File: src/rtl/pwm_timer_pkg.sv
`timescale 1ns/1ps
package pwm_timer_pkg;

  // Counting mode, as carried by the two-bit mode field.
  typedef enum logic [1:0] {
    MODE_UP     = 2'b00,
    MODE_DOWN   = 2'b01,
    MODE_CENTER = 2'b10,
    MODE_UP_ALT = 2'b11
  } cnt_mode_e;

  // Direction of travel in centre-aligned mode.
  typedef enum logic {
    DIR_RISE = 1'b0,
    DIR_FALL = 1'b1
  } cnt_dir_e;

endpackage

File: src/rtl/pwm_timer_prescaler.sv
`timescale 1ns/1ps
module pwm_timer_prescaler #(
  parameter int PSC_W = 16
) (
  input  logic             clk,
  input  logic             rst_n,
  input  logic             run_i,
  input  logic [PSC_W-1:0] lim_i,
  output logic             tick_o
);

  logic [PSC_W-1:0] phase_q;

  // Tick on the cycle where the phase reaches the limit: one per lim+1 cycles.
  assign tick_o = run_i && (phase_q >= lim_i);

  always_ff @(posedge clk or negedge rst_n) begin
    if (!rst_n) begin
      phase_q <= '0;
    end else if (!run_i || tick_o) begin
      phase_q <= '0;
    end else begin
      phase_q <= phase_q + 1'b1;
    end
  end

endmodule

File: src/rtl/pwm_timer_shadow.sv
`timescale 1ns/1ps
module pwm_timer_shadow
  import pwm_timer_pkg::*;
#(
  parameter int PSC_W = 16,
  parameter int CNT_W = 16
) (
  input  logic             clk,
  input  logic             rst_n,
  input  logic             run_i,
  input  logic             wr_i,
  input  logic [PSC_W-1:0] wr_psc_i,
  input  logic [CNT_W-1:0] wr_arr_i,
  input  logic [CNT_W-1:0] wr_cmp_i,
  input  cnt_mode_e        wr_mode_i,
  input  logic             boundary_i,
  output logic [PSC_W-1:0] psc_o,
  output logic [CNT_W-1:0] arr_o,
  output logic [CNT_W-1:0] cmp_o,
  output cnt_mode_e        mode_o,
  output logic [CNT_W-1:0] arr_next_o
);

  logic [PSC_W-1:0] pend_psc_q, act_psc_q;
  logic [CNT_W-1:0] pend_arr_q, act_arr_q;
  logic [CNT_W-1:0] pend_cmp_q, act_cmp_q;
  cnt_mode_e        act_mode_q;
  logic             direct_ld;

  assign direct_ld = wr_i && !run_i;

  // Pending copy: follows every write.
  always_ff @(posedge clk or negedge rst_n) begin
    if (!rst_n) begin
      pend_psc_q <= '0;
      pend_arr_q <= '0;
      pend_cmp_q <= '0;
    end else if (wr_i) begin
      pend_psc_q <= wr_psc_i;
      pend_arr_q <= wr_arr_i;
      pend_cmp_q <= wr_cmp_i;
    end
  end

  // Active copy: direct while stopped, otherwise only at a period boundary.
  always_ff @(posedge clk or negedge rst_n) begin
    if (!rst_n) begin
      act_psc_q  <= '0;
      act_arr_q  <= '0;
      act_cmp_q  <= '0;
      act_mode_q <= MODE_UP;
    end else if (direct_ld) begin
      act_psc_q  <= wr_psc_i;
      act_arr_q  <= wr_arr_i;
      act_cmp_q  <= wr_cmp_i;
      act_mode_q <= wr_mode_i;
    end else if (boundary_i) begin
      act_psc_q  <= pend_psc_q;
      act_arr_q  <= pend_arr_q;
      act_cmp_q  <= pend_cmp_q;
    end
  end

  assign psc_o      = act_psc_q;
  assign arr_o      = act_arr_q;
  assign cmp_o      = act_cmp_q;
  assign mode_o     = act_mode_q;
  assign arr_next_o = pend_arr_q;

endmodule

File: src/rtl/pwm_timer_core.sv
`timescale 1ns/1ps
module pwm_timer_core
  import pwm_timer_pkg::*;
#(
  parameter int CNT_W = 16
) (
  input  logic             clk,
  input  logic             rst_n,
  input  logic             tick_i,
  input  cnt_mode_e        mode_i,
  input  logic [CNT_W-1:0] arr_i,
  input  logic [CNT_W-1:0] arr_next_i,
  input  logic             load_i,
  input  cnt_mode_e        load_mode_i,
  input  logic [CNT_W-1:0] load_arr_i,
  output logic [CNT_W-1:0] count_o,
  output logic             ovf_o,
  output logic             udf_o,
  output logic             boundary_o
);

  logic [CNT_W-1:0] cnt_q, cnt_d;
  cnt_dir_e         dir_q, dir_d;
  logic             ovf_q, ovf_d, udf_q, udf_d, bnd;

  always_comb begin
    cnt_d = cnt_q;
    dir_d = dir_q;
    ovf_d = 1'b0;
    udf_d = 1'b0;
    bnd   = 1'b0;
    if (load_i) begin
      cnt_d = (load_mode_i == MODE_DOWN) ? load_arr_i : '0;
      dir_d = DIR_RISE;
    end else if (tick_i) begin
      case (mode_i)
        MODE_DOWN: begin
          if (cnt_q == '0) begin
            cnt_d = arr_next_i;
            udf_d = 1'b1;
            bnd   = 1'b1;
          end else begin
            cnt_d = cnt_q - 1'b1;
          end
        end
        MODE_CENTER: begin
          if (dir_q == DIR_RISE) begin
            if (cnt_q >= arr_i) begin
              cnt_d = (cnt_q == '0) ? '0 : cnt_q - 1'b1;
              dir_d = DIR_FALL;
              ovf_d = 1'b1;
            end else begin
              cnt_d = cnt_q + 1'b1;
            end
          end else begin
            if (cnt_q == '0) begin
              cnt_d = (arr_next_i == '0) ? '0 : {{(CNT_W-1){1'b0}}, 1'b1};
              dir_d = DIR_RISE;
              udf_d = 1'b1;
              bnd   = 1'b1;
            end else begin
              cnt_d = cnt_q - 1'b1;
            end
          end
        end
        default: begin
          if (cnt_q >= arr_i) begin
            cnt_d = '0;
            ovf_d = 1'b1;
            bnd   = 1'b1;
          end else begin
            cnt_d = cnt_q + 1'b1;
          end
        end
      endcase
    end
  end

  always_ff @(posedge clk or negedge rst_n) begin
    if (!rst_n) begin
      cnt_q <= '0;
      dir_q <= DIR_RISE;
      ovf_q <= 1'b0;
      udf_q <= 1'b0;
    end else begin
      cnt_q <= cnt_d;
      dir_q <= dir_d;
      ovf_q <= ovf_d;
      udf_q <= udf_d;
    end
  end

  assign count_o    = cnt_q;
  assign ovf_o      = ovf_q;
  assign udf_o      = udf_q;
  assign boundary_o = bnd;

endmodule

File: src/rtl/pwm_timer_compare.sv
`timescale 1ns/1ps
module pwm_timer_compare #(
  parameter int CNT_W = 16
) (
  input  logic [CNT_W-1:0] count_i,
  input  logic [CNT_W-1:0] thr_i,
  output logic             pwm_o
);

  // Both operands are registers, so the level changes only after a clock edge.
  assign pwm_o = (count_i < thr_i);

endmodule

File: src/rtl/pwm_timer.sv
`timescale 1ns/1ps
module pwm_timer
  import pwm_timer_pkg::*;
#(
  parameter int PSC_W = 16,
  parameter int CNT_W = 16
) (
  input  logic             clk,
  input  logic             rst_n,
  input  logic             cnt_en,
  input  logic             cfg_we,
  input  logic [PSC_W-1:0] cfg_psc,
  input  logic [CNT_W-1:0] cfg_arr,
  input  logic [CNT_W-1:0] cfg_cmp,
  input  logic [1:0]       cfg_mode,
  output logic [CNT_W-1:0] count,
  output logic             ovf_pulse,
  output logic             udf_pulse,
  output logic             pwm_out
);

  logic [PSC_W-1:0] psc_act;
  logic [CNT_W-1:0] arr_act, cmp_act, arr_pend;
  cnt_mode_e        mode_act, mode_wr;
  logic             tick, boundary, load_now;

  assign mode_wr  = cnt_mode_e'(cfg_mode);
  assign load_now = cfg_we && !cnt_en;

  pwm_timer_shadow #(.PSC_W(PSC_W), .CNT_W(CNT_W)) u_shadow (
    .clk        (clk),
    .rst_n      (rst_n),
    .run_i      (cnt_en),
    .wr_i       (cfg_we),
    .wr_psc_i   (cfg_psc),
    .wr_arr_i   (cfg_arr),
    .wr_cmp_i   (cfg_cmp),
    .wr_mode_i  (mode_wr),
    .boundary_i (boundary),
    .psc_o      (psc_act),
    .arr_o      (arr_act),
    .cmp_o      (cmp_act),
    .mode_o     (mode_act),
    .arr_next_o (arr_pend)
  );

  pwm_timer_prescaler #(.PSC_W(PSC_W)) u_presc (
    .clk    (clk),
    .rst_n  (rst_n),
    .run_i  (cnt_en),
    .lim_i  (psc_act),
    .tick_o (tick)
  );

  pwm_timer_core #(.CNT_W(CNT_W)) u_core (
    .clk         (clk),
    .rst_n       (rst_n),
    .tick_i      (tick),
    .mode_i      (mode_act),
    .arr_i       (arr_act),
    .arr_next_i  (arr_pend),
    .load_i      (load_now),
    .load_mode_i (mode_wr),
    .load_arr_i  (cfg_arr),
    .count_o     (count),
    .ovf_o       (ovf_pulse),
    .udf_o       (udf_pulse),
    .boundary_o  (boundary)
  );

  pwm_timer_compare #(.CNT_W(CNT_W)) u_cmp (
    .count_i (count),
    .thr_i   (cmp_act),
    .pwm_o   (pwm_out)
  );

endmodule

File: config.mk
export PLATFORM = sky130hd
export DESIGN_NAME = pwm_timer
export DESIGN_NICKNAME = d
export VERILOG_FILES = /design/src/rtl/pwm_timer_pkg.sv /design/src/rtl/pwm_timer_prescaler.sv /design/src/rtl/pwm_timer_shadow.sv /design/src/rtl/pwm_timer_core.sv /design/src/rtl/pwm_timer_compare.sv /design/src/rtl/pwm_timer.sv
export SDC_FILE = /design/constraint.sdc
export NUM_CORES = 1
export LEC_CHECK = 0
export BUFFER_PORTS_ARGS = -buffer_cell sky130_fd_sc_hd__buf_2
export CAP_MARGIN = 10
export CORE_ASPECT_RATIO = 1.25
export CORE_MARGIN = 5
export CORE_UTILIZATION = 30
export DETAILED_ROUTE_END_ITERATION = 16
export GPL_TIMING_DRIVEN = 0
export PLACE_DENSITY = 0.44
export SLEW_MARGIN = 10
export SYNTH_ARGS = -nofsm -noshare
export SYNTH_HDL_FRONTEND = slang
export SYNTH_SLANG_ARGS = --single-unit
File: constraint.sdc
create_clock -name clk -period 3.1 [get_ports clk]
set_input_delay 0.775 -clock clk [delete_from_list [all_inputs] [get_ports clk]]
set_output_delay 0.775 -clock clk [all_outputs]
set_load 0.02 [all_outputs]
==> results of run 1 <==
[worst max-delay path, cell delays in order (launching register included)]
cell      delay, ps
dfrtp_2         440
ha_4            220
a21o_1          150
a21o_1          160
a21oi_2         160
nand2b_1        100
or3_4           380
a221oi_4        300
buf_6           160
[cells by family after synthesis]
group / synth area share, %
AO/OA/AOI/OAI: 10.3
XOR/XNOR: 4.03
adder cells (fa/ha/maj): 8.47
buffers and inverters: 5.42
flip-flops: 42.5
multiplexers: 19.0
AND/OR/NAND/NOR: 10.3
[stage by stage]
stage	total power (uW)	std cells	hold slack, ps	TNS [ps]	worst slack [ps]
6_report	7330	1204	285	-177	-177
5_1_grt	7870	1204	313	-313	-313
4_1_cts	7340	1197	300	-233	-233
3_5_place_dp	4920	1155	491	-20000	-448
3_3_place_gp	4890	1154	488	-137990	-881
2_1_floorplan	4150	743	475	0	16.4
[layer usage]
layer,global-route usage [%],routed length (microns)
met2,25.8,10800
met1,19.9,9780
met4,5.23,469
met5,0,11
met3,3.00,811
[area by class of cell]
| class | instances | area share (%) |
|---|---|---|
| plain buffers | 42 | 2.39 |
| clock buffers | 17 | 4.47 |
| clock inverters | 15 | 2.31 |
| inverters | 55 | 2.17 |
| multi-input cells | 513 | 43.7 |
| flip-flops and latches | 133 | 35.0 |
| well taps | 340 | 4.47 |
| repair buffers | 89 | 5.53 |
[power by group through the flow]
stage          Sequential [uW]  Combinational, uW  Clock [uW]
2_1_floorplan             2430               1720           0
3_3_place_gp              2460               2430           0
3_5_place_dp              2470               2450           0
4_1_cts                   2420               2620        2290
5_1_grt                   2460               3040        2380
6_report                  2410               2680        2240
[placed cells by master, fill, tap and decap left out, drive strengths merged, types with 11 or more instances in the layout]
cell type  count
dfrtp        133
buf          112
mux2i         91
inv           60
ha            53
mux2          51
nand2         37
nor2          37
o21ai         36
clkbuf        36
a22oi         26
nand3         26
a21oi         23
xnor2         21
xor2          15
nand4         11
[flip-flops by register name, summed over array words and instances, names as in the netlist]
signal / cells
u_core.ovf_o: 1
u_core.count_o: 16
u_core.dir_q: 1
u_shadow.psc_o: 16
u_core.udf_o: 1
u_shadow.mode_o: 2
u_shadow.pend_psc_q: 16
u_shadow.cmp_o: 16
u_shadow.pend_cmp_q: 16
u_shadow.arr_next_o: 16
u_shadow.arr_o: 16
u_presc.phase_q: 16
[worst min-delay path by stage]
stage / end / slack (ps) / cells past startpoint
after floorplan: u_shadow.cmp_o[0]$_DFFE_PN0P_ / 470 / 1
after global placement: u_shadow.pend_psc_q[10]$_DFFE_PN0P_ / 490 / 1
after detailed placement: u_shadow.cmp_o[0]$_DFFE_PN0P_ / 490 / 1
after CTS: u_shadow.arr_o[6]$_DFFE_PN0P_ / 300 / 1
after global routing: u_shadow.arr_o[5]$_DFFE_PN0P_ / 310 / 1
final: u_shadow.arr_o[6]$_DFFE_PN0P_ / 290 / 1
[timing repair]
action,4_1_cts,5_1_grt
hold buffers,0,0
pin swaps,6,6
buffers inserted,10,7
endpoints found under the setup margin,65,39
resized for setup,17,17
==> out/qor.txt, run 1 <==
DIE WIDTH: 155 microns
antenna cells: 0
worst flop-to-flop path endpoint: u_core.count_o[11]$_DFFE_PN0P_
DP HPWL: 16.1 mm
leading area contributor after synthesis: dfrtp_1
crit path time final: 3280 ps
internal power: 4680 uW
top post-synthesis cells by count: dfrtp_1, mux2i_1, inv_1
utilization after layout: 36.7%
top cell type's share of synthesized area: 42.5%
cell area after synthesis: 0.00783 sq mm
Filler cells: 2647
reg-to-reg slack, setup: 170 ps
synth warn: 0
DRT antenna net count: 0
Initial Utilization: 30.2%
vias in the first global route: 6050
Max Freq: 0.305 GHz
CP endpoint: pwm_out
IO buf count: 71
combinational share of power: 36.6%
Yosys reg bits: 133
kind of critical path: reg2out
routed vias: 5871
Final Skew: 13.4 ps
most frequent cell after synthesis: dfrtp_1
critical path launch point type: flop
CP Capture Type: primary output
Clock Latency Late Sink: 430 ps
Flop pwr share: 32.9%
register clock-pin slew on the reported worst setup and hold paths: 70 ps
power density over the cells: 770 mW/mm^2
final wirelength: 21.9 mm
CTS sink cnt: 133
number of synthesized flops with an enable pin: 0
Hold Path Class: in2async
global-route wire length before repair: 35.0 mm
failing checks: negative setup slack
Max Cap Viol: 0
dpl cell area: 0.00865 sq mm
Least-Margin Pin Slew: 948 ps
WP data required: 2320 ps
1st-iter DRT viols: 201
final hold violation count: 0
Core ar.: 0.0259 sq mm
Synth area leaders: dfrtp_1, mux2i_1, ha_1, mux2_2, inv_1
relative slew slack: 36.8%
Ports: 73
asr flop ratio synth: 100%
Pleak: 0.00428 uW
Setup-failing EPs final: 1
CP startpoint: u_core.count_o[9]$_DFFE_PN0P_
Congestion Overflow GR: 0
area added between synthesis and finish: 21.6%
Psw: 2650 uW
Longest Clk Path Bufs: 2
Synth Instances: 743
clock power share: 30.6%
Setup WS post-layout: -177 ps
CTS tree: done
CTS HTree Levels: 4
FF-to-FF Start: u_core.count_o[0]$_DFFE_PN0P_
status: complete, but fails checks
Pre-antenna DRT Iters: 6
Root Buffer: clkbuf_16
Syn Area/Cell: 10.5 sq um
sequential area share after synthesis: 42.5%
Max rail drop VDD: 0.405 mV
die area: 0.0295 sq mm
drt wl/cell: 18.2 microns
DRC: 0
die height: 191 microns
RePlAce Congestion: 0.843
Num CTS Buffers: 17
dominant synthesized flop cell: dfrtp_1
Syn Nets: 850
Netlist cell types: 55
fin area: 0.00952 sq mm
area of the multi-input gates: 0.00416 sq mm
register area: 0.00333 sq mm
period utilization: 106%
row count: 66
initial antenna violation count: 1
layout cells sized above 1: 25.3%
GRT Util Overall: 15.4%
NumNets Final: 958
vias per cell: 4.88
Max Transition Viols Final: 0
RSZ-0062 raised after global routing: yes
worst r2r path cells: 11
Sw Ratio: 36.1%
Critical Path AT: 2500 ps
CP Max Fanout: 2
pin count of the biggest net entering global routing: 72
Power figures use the tool's default switching activity.
==> inputs of run 2 (changes only) <==
--- a/config.mk
+++ b/config.mk
@@ -7,12 +7,13 @@
 export LEC_CHECK = 0
 export BUFFER_PORTS_ARGS = -buffer_cell sky130_fd_sc_hd__buf_2
 export CAP_MARGIN = 10
-export CORE_ASPECT_RATIO = 1.25
 export CORE_MARGIN = 5
 export CORE_UTILIZATION = 30
 export DETAILED_ROUTE_END_ITERATION = 16
 export GPL_TIMING_DRIVEN = 0
+export MAX_ROUTING_LAYER = met4
 export PLACE_DENSITY = 0.44
+export RECOVER_POWER = 50
 export SLEW_MARGIN = 10
 export SYNTH_ARGS = -nofsm -noshare
 export SYNTH_HDL_FRONTEND = slang
==> run 2 against run 1 <==
First-iteration DRC count grew 44%. Largest power group unchanged. Critical path depth is the same. Sequential share of layout area grew 0.46 points. Die area is essentially flat. The run still ends with negative setup slack left. Total power shrank 1.8%. Critical path type unchanged.
==> out/qor.txt, run 2 (synthesized netlist as in run 1, its figures left out) <==
vias in the first global route: 6004 (was 6050)
Hold Path Class: reg2reg (was in2async)
DRT antenna net count: 0 (unchanged)
NumNets Final: 950 (was 958)
Final Skew: 12.6 ps (was 13.4 ps)
Max Transition Viols Final: 0 (unchanged)
final hold violation count: 0 (unchanged)
die height: 172 microns (was 191 microns)
FF-to-FF Start: u_core.count_o[0]$_DFFE_PN0P_ (unchanged)
critical path's slowest cell: dfrtp_1 (was dfrtp_2)
DIE WIDTH: 172 microns (was 155 microns)
CTS HTree Levels: 4 (unchanged)
IO buf count: 71 (unchanged)
Congestion Overflow GR: 0 (unchanged)
RSZ-0062 raised after global routing: yes (unchanged)
DRC: 0 (unchanged)
Ports: 73 (unchanged)
CP startpoint: u_core.count_o[9]$_DFFE_PN0P_ (unchanged)
die area: 0.0294 sq mm (was 0.0295 sq mm)
CP Capture Type: primary output (unchanged)
failing checks: negative setup slack (unchanged)
WP data required: 2320 ps (about the same)
RePlAce Congestion: 0.853 (was 0.843)
Num CTS Buffers: 17 (unchanged)
Initial Utilization: 30.2% (about the same)
vias per cell: 4.88 (about the same)
crit path time final: 3290 ps (was 3280 ps)
drt wl/cell: 18.3 microns (was 18.2 microns)
commonest non-fill, non-tap cell in the layout: dfrtp_1 (unchanged)
Placed Instances: 1150 (was 1155)
Max rail drop VDD: 0.374 mV (was 0.405 mV)
Max Cap Viol: 0 (unchanged)
Critical Path AT: 2510 ps (was 2500 ps)
critical path launch point type: flop (unchanged)
worst flop-to-flop path endpoint: u_core.count_o[1]$_DFFE_PN0P_ (was u_core.count_o[11]$_DFFE_PN0P_)
Pre-antenna DRT Iters: 5 (was 6)
power density over the cells: 766 mW/mm^2 (was 770 mW/mm^2)
CP endpoint: pwm_out (unchanged)
1st-iter DRT viols: 290 (was 201)
utilization after layout: 36.3% (was 36.7%)
Root Buffer: clkbuf_16 (unchanged)
row count: 59 (was 66)
crit-path cells: ha_4 > a21o_1 > a21o_1 > a21oi_2 > nand2b_1 > or3_4 > a221oi_4 > buf_6 (unchanged)
most frequent cells in the layout: dfrtp_1, mux2i_1, buf_2 (unchanged)
Longest Clk Path Bufs: 2 (unchanged)
layout cells sized above 1: 24.2% (was 25.3%)
worst r2r path cells: 11 (unchanged)
Max Freq: 0.304 GHz (was 0.305 GHz)
area added between synthesis and finish: 20.0% (was 21.6%)
CTS tree: done (unchanged)
kind of critical path: reg2out (unchanged)
Clock Latency Late Sink: 430 ps (about the same)
routed vias: 5818 (was 5871)
period utilization: 106% (about the same)
CP Max Fanout: 2 (unchanged)
relative slew slack: 1.27% (was 36.8%)
Filler cells: 2642 (was 2647)
register clock-pin slew on the reported worst setup and hold paths: 60 ps (was 70 ps)
Max stage delay on crit path: 430 ps (was 440 ps)
dpl cell area: 0.00864 sq mm (was 0.00865 sq mm)
most used cell, CP: a21o_1 (unchanged)
Hold WS: 504 ps (was 285 ps)
Core ar.: 0.0259 sq mm (about the same)
Hold-fix buffers, CTS: 0 (unchanged)
pin count of the biggest net entering global routing: 79 (was 72)
Least-Margin Pin Slew: 1480 ps (was 948 ps)
DP HPWL: 15.9 mm (was 16.1 mm)
status: complete, but fails checks (unchanged)
GRT Util Overall: 15.7% (was 15.4%)
final wirelength: 21.8 mm (was 21.9 mm)
Pleak: 0.00421 uW (was 0.00428 uW)
Fin Setup TNS: -188 ps (was -177 ps)
initial antenna violation count: 1 (unchanged)
Final Non-Filler Cells: 1191 (was 1204)
fin area: 0.00940 sq mm (was 0.00952 sq mm)
Setup WS post-layout: -188 ps (was -177 ps)
global-route wire length before repair: 34.6 mm (was 35.0 mm)
reg-to-reg slack, setup: 110 ps (was 170 ps)
Setup-failing EPs final: 1 (unchanged)
CTS sink cnt: 133 (unchanged)
==> run 2: cell types whose count changed in the layout (fill, tap and decap cells not counted), moves of 2 or more <==
cell      previous run  this run
clkbuf_1            15        19
clkinv_2             0         2
buf_4               20        12
clkinv_4             3         1
inv_8                3         0
buf_1                8         6
clkbuf_8             0         2
==> run 2: stage by stage <==
step	total power [uW]	setup WS (ps)
final	7200	-188
after global routing	7720	-286
after CTS	7230	-238
after detailed placement	4920	-404
after global placement	4890	-889
after floorplan	4150	16.4
==> run 2: routing by layer <==
metal | wire length, microns | vias to the layer above | global-route usage, %
met2 | 10300 | 107 | 24.7
met1 | 10500 | 2845 | 21.2
met5 | 0 | - | -
met3 | 773 | 12 | 2.87
li1 | - | 2854 | -
met4 | 164 | 0 | 3.96
==> run 2: worst min path at each step <==
stage | startpoint | endpoint | depth (start not counted)
finish | u_shadow.pend_psc_q[10]$_DFFE_PN0P_ | u_shadow.pend_psc_q[10]$_DFFE_PN0P_ | 1
global route | u_shadow.pend_cmp_q[9]$_DFFE_PN0P_ | u_shadow.pend_cmp_q[9]$_DFFE_PN0P_ | 1
CTS | rst_n | u_shadow.arr_next_o[7]$_DFFE_PN0P_ | 1
detailed placement | u_shadow.cmp_o[0]$_DFFE_PN0P_ | u_shadow.cmp_o[0]$_DFFE_PN0P_ | 1
global placement | u_shadow.pend_psc_q[9]$_DFFE_PN0P_ | u_shadow.pend_psc_q[9]$_DFFE_PN0P_ | 1
floorplan | u_shadow.cmp_o[0]$_DFFE_PN0P_ | u_shadow.cmp_o[0]$_DFFE_PN0P_ | 1
==> run 2: report_power, final <==
| part | switching, uW | leakage [uW] | internal, uW |
|---|---|---|---|
| sequential | 231 | 0.00163 | 2170 |
| clock | 820 | 0.000289 | 1310 |
| combinational | 1560 | 0.00230 | 1110 |
==> run 2: what timing repair did <==
action	4_1_cts	5_1_grt
gates cloned	0	0
gates resized for setup	20	11
setup endpoints to repair	64	42
buffers inserted	7	2
pin swaps	6	4
==> run 2: final cells by class <==
cell class	instances	area (sq um)	share of cell area, %
Clock buffer	20	457	4.86
Antenna cell	1	2.50	0.0266
Clock inverter	11	149	1.58
Multi-Input combinational cell	513	4170	44.3
Inverter	55	206	2.20
Timing Repair Buffer	81	437	4.65
Buffer	42	226	2.41
Tap cell	335	419	4.46
Sequential cell	133	3330	35.5
==> run 2: critical path, delay by kind of cell (launching register included) <==
family,cells,cell delay [ps]
compound gates,4,790
fa+ha+maj,1,230
buf+inv,1,160
flops,1,430
simple gates,2,490
==> inputs of run 3 (changes only) <==
--- a/config.mk
+++ b/config.mk
@@ -14,6 +14,7 @@
 export MAX_ROUTING_LAYER = met4
 export PLACE_DENSITY = 0.44
 export RECOVER_POWER = 50
+export SETUP_SLACK_MARGIN = 0.05
 export SLEW_MARGIN = 10
 export SYNTH_ARGS = -nofsm -noshare
 export SYNTH_HDL_FRONTEND = slang
==> run 3 against run 2 <==
The flow finishes with violations (max-capacitance violations, max-slew violations, negative setup slack). Cell count rose by 0.34%. Sequential power barely moved. Via count rose by 1.5%. Maximum frequency fell by 1.2%. Critical path type unchanged.
==> out/qor.txt, run 3 (synthesized netlist as in run 1, its figures left out) <==
pre-CTS WS: -495 ps (was -404 ps)
Initial Utilization: 30.2% (unchanged)
CTS sink cnt: 133 (unchanged)
Buf/Inv on CP: 5 (was 1)
status: complete, but fails checks (unchanged)
FF-to-FF Start: u_core.count_o[0]$_DFFE_PN0P_ (unchanged)
pin count of the biggest net entering global routing: 89 (was 79)
critical path depth: 11 (was 8)
clock power share: 29.9% (was 29.5%)
Max Transition Viols Final: 46 (was 0)
Congestion Overflow GR: 0 (unchanged)
worst r2r path cells: 11 (unchanged)
Pre-antenna DRT Iters: 5 (unchanged)
kind of critical path: reg2out (unchanged)
final wirelength: 22.0 mm (was 21.8 mm)
Max Cap Viol: 1 (was 0)
layout cells sized above 1: 24.4% (was 24.2%)
Longest Clk Path Bufs: 2 (unchanged)
RSZ-0062 raised after global routing: yes (unchanged)
GRT Util Overall: 15.6% (was 15.7%)
DRC: 0 (unchanged)
most used cell, CP: buf_4 (was a21o_1)
Num CTS Buffers: 17 (unchanged)
commonest non-fill, non-tap cell in the layout: dfrtp_1 (unchanged)
crit-path cells: ha_4 > a21o_1 > a21o_1 > a21oi_2 > buf_4 > buf_4 > buf_4 > buf_4 > a211oi_2 > a221oi_2 > buf_4 (was ha_4 > a21o_1 > a21o_1 > a21oi_2 > nand2b_1 > or3_4 > a221oi_4 > buf_6)
CP Max Fanout: 2 (unchanged)
combinational share of power: 36.7% (was 37.1%)
power density over the cells: 764 mW/mm^2 (was 766 mW/mm^2)
Setup-failing EPs final: 1 (unchanged)
delay-heaviest family, CP: compound AO/OA/AOI/OAI gates (unchanged)
worst flop-to-flop path endpoint: u_core.count_o[10]$_DFFE_PN0P_ (was u_core.count_o[1]$_DFFE_PN0P_)
Max stage delay on crit path: 430 ps (about the same)
WP data required: 2320 ps (about the same)
1st-iter DRT viols: 305 (was 290)
die height: 172 microns (unchanged)
IO buf count: 71 (unchanged)
top layer in use: met4 (unchanged)
global-route wire length before repair: 34.2 mm (was 34.6 mm)
relative slew slack: -61.7% (was 1.27%)
die area: 0.0294 sq mm (unchanged)
NumNets Final: 954 (was 950)
CTS tree: done (unchanged)
Core ar.: 0.0259 sq mm (unchanged)
final hold violation count: 0 (unchanged)
CTS HTree Levels: 4 (unchanged)
Sw Ratio: 35.9% (was 36.2%)
Critical Path AT: 2550 ps (was 2510 ps)
failing checks: max-capacitance violations, max-slew violations, negative setup slack (was negative setup slack)
routed vias: 5906 (was 5818)
Hold-fix buffers, CTS: 0 (unchanged)
Final Skew: 10.8 ps (was 12.6 ps)
depth of the worst hold-timing path: 1 (unchanged)
DIE WIDTH: 172 microns (unchanged)
RePlAce Congestion: 0.887 (was 0.853)
row count: 59 (unchanged)
critical path's slowest cell: dfrtp_1 (unchanged)
metal2 WL: 10.4 mm (was 10.3 mm)
Clock Latency Late Sink: 430 ps (about the same)
most frequent cells in the layout: dfrtp_1, mux2i_1, buf_2 (unchanged)
DRT antenna net count: 0 (unchanged)
Hold Path Class: reg2reg (unchanged)
Psw: 2590 uW (was 2610 uW)
vias per cell: 4.94 (was 4.88)
Root Buffer: clkbuf_16 (unchanged)
CP endpoint: pwm_out (unchanged)
crit path time final: 3330 ps (was 3290 ps)
Least-Margin Pin Slew: 2430 ps (was 1480 ps)
DP HPWL: 16.0 mm (was 15.9 mm)
Max rail drop VDD: 0.304 mV (was 0.374 mV)
Met1 Wirelength: 10.4 mm (was 10.5 mm)
initial antenna violation count: 2 (was 1)
reg-to-reg slack, setup: 210 ps (was 110 ps)
Filler cells: 2663 (was 2642)
Setup WS post-layout: -228 ps (was -188 ps)
Pleak: 0.00424 uW (was 0.00421 uW)
Flop pwr share: 33.3% (was 33.4%)
Max Freq: 0.300 GHz (was 0.304 GHz)
CP Capture Type: primary output (unchanged)
metal3 WL: 940 microns (was 773 microns)
Ports: 73 (unchanged)
vias in the first global route: 5947 (was 6004)
period utilization: 107% (was 106%)
CP startpoint: u_core.count_o[9]$_DFFE_PN0P_ (unchanged)
Hold WS: 505 ps (was 504 ps)
critical path launch point type: flop (unchanged)
drt wl/cell: 18.4 microns (was 18.3 microns)
internal power: 4620 uW (was 4590 uW)
area added between synthesis and finish: 20.5% (was 20.0%)
register clock-pin slew on the reported worst setup and hold paths: 60 ps (about the same)
utilization after layout: 36.4% (was 36.3%)
[run 3: power by group through the flow]
stage / combinational [uW] / sequential [uW] / clock [uW]
after floorplan: 1730 / 2430 / 0
after global placement: 2450 / 2450 / 0
after detailed placement: 2470 / 2460 / 0
after CTS: 2640 / 2410 / 2220
final: 2650 / 2400 / 2160
after global routing: 2980 / 2450 / 2300
[run 3: cell type report]
class,instances,area (sq um),area share (%)
antenna,2,5.00,0.0530
buffer,42,228,2.41
sequential,133,3330,35.3
timing repair buffer,85,488,5.17
tap,335,419,4.44
multi-input combinational,513,4150,43.9
clock buffer,18,429,4.55
inverter,55,206,2.19
clock inverter,12,180,1.91
[run 3: how the worst min path moves through the flow]
stage / from / endpoint / slack [ps]
final: u_shadow.cmp_o[0]$_DFFE_PN0P_ / u_shadow.cmp_o[0]$_DFFE_PN0P_ / 500
after global routing: u_shadow.pend_cmp_q[10]$_DFFE_PN0P_ / u_shadow.pend_cmp_q[10]$_DFFE_PN0P_ / 510
after CTS: rst_n / u_shadow.arr_next_o[7]$_DFFE_PN0P_ / 250
after detailed placement: u_shadow.cmp_o[0]$_DFFE_PN0P_ / u_shadow.cmp_o[0]$_DFFE_PN0P_ / 490
after global placement: u_shadow.pend_psc_q[9]$_DFFE_PN0P_ / u_shadow.pend_psc_q[9]$_DFFE_PN0P_ / 490
after floorplan: u_shadow.cmp_o[0]$_DFFE_PN0P_ / u_shadow.cmp_o[0]$_DFFE_PN0P_ / 470
[run 3: repair_timing]
item                                    4_1_cts  5_1_grt
gates cloned                                  0        0
pin swaps                                     5        3
endpoints found under the setup margin       66       51
resized for setup                            20        6
hold endpoints to repair                      0        0
setup buffers                                10        3
[run 3: layer usage]
layer	up-vias	track usage, %
met1	2893	21.0
met3	18	2.74
met5	-	-
met4	0	3.48
li1	2867	-
met2	128	24.7
[run 3: worst reg2reg max path, cell delays in order, from the launching register on]
cell      delay [ps]
dfrtp_2          460
inv_2            170
ha_1             250
nand2b_1         160
a211o_1          320
a21oi_2          230
o211ai_1         130
buf_4            170
o31a_1           330
buf_4            200
a22oi_1          240
o21ai_0          110
[run 3: through the flow]
step	power, uW	instance area [sq um]	std cells	setup TNS [ps]
finish	7210	9440	1195	-228
global route	7730	9440	1195	-3990
CTS	7270	9380	1190	-247
detailed placement	4930	8650	1150	-16150
global placement	4900	8610	1149	-138650
floorplan	4160	7840	743	0
